===== src/rtl/rep_pkg.sv =====
package rep_pkg;
  localparam int unsigned NBUS = 2;
  typedef logic [NBUS-1:0] bus_t;
endpackage


===== src/rtl/rep_rx_gate.sv =====
module rep_rx_gate #(
  parameter int unsigned REL_CYC = 4
) (
  input  logic clk_i,
  input  logic rst_ni,
  input  logic en_i,
  input  logic cmp_dom_i,
  input  logic drv_q_i,
  input  logic drv_d_i,
  output logic rcv_o
);
  localparam int unsigned CW = $clog2(REL_CYC + 1);

  logic [CW-1:0] hold_q;
  logic          mask;

  // reload when the driver releases; count down to reopen the receiver
  always_ff @(posedge clk_i or negedge rst_ni) begin
    if (!rst_ni)                 hold_q <= '0;
    else if (drv_q_i && !drv_d_i) hold_q <= CW'(REL_CYC);
    else if (hold_q != '0)       hold_q <= hold_q - CW'(1);
  end

  assign mask  = drv_q_i | (hold_q != '0);
  assign rcv_o = en_i & cmp_dom_i & ~mask;
endmodule


===== src/rtl/rep_merge.sv =====
module rep_merge
  import rep_pkg::*;
(
  input  logic tx_dom_i,
  input  logic xtx_dom_i,
  input  bus_t en_i,
  input  logic tsd_i,
  input  bus_t rcv_i,
  output bus_t drv_d_o,
  output logic rx_dom_o,
  output logic xrx_dom_o
);
  logic any_rcv;
  assign any_rcv = |rcv_i;

  for (genvar k = 0; k < NBUS; k++) begin : g_drv
    bus_t others;
    always_comb begin
      others    = rcv_i;
      others[k] = 1'b0;
    end
    assign drv_d_o[k] = en_i[k] & ~tsd_i & (tx_dom_i | xtx_dom_i | (|others));
  end

  assign rx_dom_o  = tx_dom_i | xtx_dom_i | any_rcv;
  assign xrx_dom_o = tx_dom_i | any_rcv;
endmodule


===== src/rtl/rep_drv_reg.sv =====
module rep_drv_reg
  import rep_pkg::*;
(
  input  logic clk_i,
  input  logic rst_ni,
  input  bus_t d_i,
  output bus_t q_o
);
  always_ff @(posedge clk_i or negedge rst_ni) begin
    if (!rst_ni) q_o <= '0;
    else         q_o <= d_i;
  end
endmodule


===== src/rtl/dual_can_rep.sv =====
module dual_can_rep
  import rep_pkg::*;
#(
  parameter int unsigned REL_CYC = 4
) (
  input  logic       clk_i,
  input  logic       rst_ni,
  input  logic       tx_n_i,
  input  logic       xtx_n_i,
  input  logic [1:0] en_n_i,
  input  logic [1:0] rx_cmp_n_i,
  input  logic       tsd_i,
  output logic [1:0] drv_n_o,
  output logic       rx_n_o,
  output logic       xrx_n_o
);
  bus_t en, cmp_dom, rcv, drv_d, drv_q;
  logic rx_dom, xrx_dom;

  assign en      = ~en_n_i;
  assign cmp_dom = ~rx_cmp_n_i;

  for (genvar k = 0; k < NBUS; k++) begin : g_bus
    rep_rx_gate #(.REL_CYC(REL_CYC)) i_gate (
      .clk_i     (clk_i),
      .rst_ni    (rst_ni),
      .en_i      (en[k]),
      .cmp_dom_i (cmp_dom[k]),
      .drv_q_i   (drv_q[k]),
      .drv_d_i   (drv_d[k]),
      .rcv_o     (rcv[k])
    );
  end

  rep_merge i_merge (
    .tx_dom_i  (~tx_n_i),
    .xtx_dom_i (~xtx_n_i),
    .en_i      (en),
    .tsd_i     (tsd_i),
    .rcv_i     (rcv),
    .drv_d_o   (drv_d),
    .rx_dom_o  (rx_dom),
    .xrx_dom_o (xrx_dom)
  );

  // registered drive breaks the bus-to-bus combinational loop
  rep_drv_reg i_drv (
    .clk_i  (clk_i),
    .rst_ni (rst_ni),
    .d_i    (drv_d),
    .q_o    (drv_q)
  );

  assign drv_n_o = ~drv_q;
  assign rx_n_o  = ~rst_ni | ~rx_dom;
  assign xrx_n_o = ~rst_ni | ~xrx_dom;
endmodule


===== config.mk =====
export PLATFORM = sky130hd
export DESIGN_NAME = dual_can_rep
export DESIGN_NICKNAME = d
export VERILOG_FILES = /design/src/rtl/rep_pkg.sv /design/src/rtl/rep_rx_gate.sv /design/src/rtl/rep_merge.sv /design/src/rtl/rep_drv_reg.sv /design/src/rtl/dual_can_rep.sv
export SDC_FILE = /design/constraint.sdc
export NUM_CORES = 1
export LEC_CHECK = 0
export ABC_CLOCK_PERIOD_IN_PS = 1290
export CAP_MARGIN = 10
export CORE_AREA = 2 2 39 41
export CTS_CLUSTER_SIZE = 30
export DETAILED_ROUTE_END_ITERATION = 8
export DIE_AREA = 0 0 41 43
export HOLD_SLACK_MARGIN = 0.05
export PLACE_DENSITY = 0.68
export RECOVER_POWER = 25
export SLEW_MARGIN = 20
export SYNTH_ARGS = -nofsm -noshare
export SYNTH_HDL_FRONTEND = slang
export SYNTH_SLANG_ARGS = --single-unit

===== constraint.sdc =====
create_clock -name clk_i -period 1.29 [get_ports clk_i]
set_input_delay 0.1935 -clock clk_i [delete_from_list [all_inputs] [get_ports clk_i]]
set_output_delay 0.1935 -clock clk_i [all_outputs]
set_load 0.03 [all_outputs]

==> results.json <==
{
  "drt-initial-drc-count": 5,
  "diodes": 0,
  "gr-total-overflow": 0,
  "synth_top_area_share_pct": 38.6,
  "synth_top_family_by_area": "compound AO/OA/AOI/OAI gates",
  "sw_frac_of_total_pct": 36.1,
  "antenna_left": 0,
  "dieWidth_um": 41,
  "synthTopCellsByArea": "dfrtp_1, ha_1, o311ai_2",
  "num_vias": 525,
  "grt_max_degree": 9,
  "synthXorXnorAreaFrac_pct": 3.38,
  "tightest_slew_ps": 291,
  "synthMuxAreaShare_pct": 1.93,
  "ys_seq_elements": 8,
  "place.gp.congestion": 0.757,
  "worst-path-max-fanout": 2,
  "dieArea_um2": 1760,
  "p_leak_nw": 0.463,
  "clk_latency_ps": 260,
  "synthCells": 52,
  "fin_crit_sh_pct": 134,
  "arrival_ps": 1540,
  "coreArea_um2": 1380,
  "violations": "setup timing",
  "cts_tree": "built",
  "wl_um": 1430,
  "dp_hpwl_um": 1100,
  "ir_drop_mv": 0.725,
  "io_buffer_count": 12,
  "min_path_type": "in -> async",
  "setup.worst_path.end_class": "primary output",
  "synth-simple-area-share_pct": 19.1,
  "slew_viol_final": 0,
  "ys_seq_area_share_pct": 38.6,
  "drive_above_1_share_pct": 53.3,
  "dr.pass1.iters": 4,
  "status": "complete, but fails checks",
  "power_frac_seq_pct": 23.1,
  "relSlewSlack_pct": 80.5,
  "synth_compound_area_share_pct": 21.5,
  "drc": 0,
  "p_int_mw": 1.16,
  "crit_path_start_kind": "flop",
  "combPwrFrac_pct": 65.7,
  "placed_cell_area_um2": 863,
  "cts_inserted_buffers": 3,
  "cts_max_path_buffers": 2,
  "fin_area_um2": 972,
  "syn_nets": 65,
  "layout_commonest_cell": "buf_4",
  "crit_required_ps": 1100,
  "cts_sinks": 8,
  "fp.dieH_um": 43,
  "finalSetupViolations": 9,
  "start_util_pct": 37.4,
  "hold_violations": 0,
  "path_class": "reg -> out",
  "synth_cell_types": 20,
  "synth_top_cell_by_area": "dfrtp_1",
  "io-pin-count": 13,
  "synthAdderAreaFrac_pct": 9.66,
  "viasPerCell": 4.86,
  "grt_pass1_wl_um": 2480,
  "mostFrequentLayoutCells": "buf_4, dfrtp_1, clkdlybuf4s50_1, nand2_1, buf_6",
  "maxCapViolCount": 0,
  "p_sw_mw": 0.654,
  "post_drt_wl_per_cell_um": 13.3,
  "path_clk_slew_ps": 60,
  "fin_ws_ps": -439,
  "fp-row-count": 14,
  "finalSetupTns_ps": -2700,
  "rsz0062_at_grt": "yes",
  "grt_pass1_vias": 593,
  "synth_area_um2": 518,
  "skew_ps": 6.65,
  "area_delta_synth_final_pct": 87.7,
  "root_buffer": "clkbuf_4",
  "fin_crit_ps": 1730,
  "antenna_found_initial": 0,
  "fmax_mhz": 579,
  "htreeDepth": 1,
  "nets": 107,
  "grt_usage_pct": 21.8,
  "yosys_warnings": 0,
  "ctsHoldBuffers": 0,
  "avgSynthCellArea_um2": 9.96,
  "pwr-share-clk_pct": 11.2,
  "powerDensity_nw_per_um2": 1860
}
## layout make-up
| cell class | instances | area [um^2] |
|---|---|---|
| timing repair buffer | 37 | 317 |
| inverter | 8 | 30.0 |
| fill | 114 | 412 |
| sequential | 8 | 200 |
| multi-input combinational | 36 | 383 |
| tap | 16 | 20.0 |
| clock buffer | 3 | 22.5 |
## kinds of logic after synthesis
group | Yosys count
and+or+nand+nor | 17
xor gates and xnor gates | 2
muxes | 1
adders and majority gates | 4
DFF | 8
AOI/OAI and AO/OA | 12
buffers and inverters | 8
## sequential cells by signal, indices dropped and copies added, names as in the netlist
signal and cells:
g_bus.i_gate.hold_q 6, i_drv.q_o 2
## what timing repair did
action                     4_1_cts  5_1_grt
setup endpoints to repair        9        9
setup buffers                    1        3
pin swaps                        5        4
resized for setup               25        2
## path summary, 6_finish.rpt
path	startpoint	end	slack, ps	cells after the start
setup / recovery	g_bus[1].i_gate.hold_q[1]$_DFFE_PN0P_	rx_n_o	-440	6
hold / removal	rst_ni	g_bus[0].i_gate.hold_q[1]$_DFFE_PN0P_	460	2
setup reg to reg	g_bus[1].i_gate.hold_q[1]$_DFFE_PN0P_	g_bus[0].i_gate.hold_q[1]$_DFFE_PN0P_	-390	7
hold reg to reg	g_bus[0].i_gate.hold_q[1]$_DFFE_PN0P_	g_bus[0].i_gate.hold_q[1]$_DFFE_PN0P_	550	1
max in group asynchronous	rst_ni	i_drv.q_o[1]$_DFF_PN0_	690	2
min in group clk_i	g_bus[0].i_gate.hold_q[1]$_DFFE_PN0P_	g_bus[0].i_gate.hold_q[1]$_DFFE_PN0P_	550	1
## Yosys cell counts, drive strengths merged
| cell | instances |
|---|---|
| o22ai | 1 |
| nor3b | 1 |
| o211a | 2 |
| o21ba | 2 |
| nor2 | 3 |
| mux2i | 1 |
| a21oi | 1 |
| or3 | 2 |
| nand2b | 1 |
| and2 | 2 |
| o311ai | 2 |
| a211o | 2 |
| ha | 4 |
| or2b | 1 |
| o21ai | 2 |
| xnor2 | 2 |
| inv | 8 |
| or2 | 2 |
| nand2 | 5 |
| dfrtp | 8 |
## power groups by stage
stage               Clock, mW  Combinational, mW  Sequential, mW
detailed placement          0              0.940           0.408
global route            0.225               1.30           0.427
finish                  0.203               1.19           0.418
CTS                     0.204               1.10           0.417
floorplan                   0              0.524           0.403
global placement            0              0.890           0.402
## per-layer routing
metal	up-vias	wire, um	track usage, %
li1	259	-	-
met5	-	0	0
met3	3	40	2.09
met1	247	512	22.6
met4	0	27	12.0
met2	16	854	39.1
## stage by stage
step / util, % / hold slack [ps] / power, mW / std cells / worst slack [ps]
global placement: 62.4 / 511 / 1.29 / 101 / -772
floorplan: - / -102 / 0.928 / 52 / -56.6
detailed placement: 62.4 / 517 / 1.35 / 101 / -802
CTS: 68.2 / 462 / 1.72 / 105 / -476
global route: 70.3 / 467 / 1.95 / 108 / -510
finish: 70.3 / 460 / 1.81 / 108 / -439
## worst max-delay path, cell delays in order (launching register included)
cell and delay [ps]:
dfrtp_1 400, inv_2 90, ha_4 130, or2b_4 280
o22ai_4 160, o21ai_4 70, buf_6 150
No activity file was read; power rests on OpenSTA's default activity.
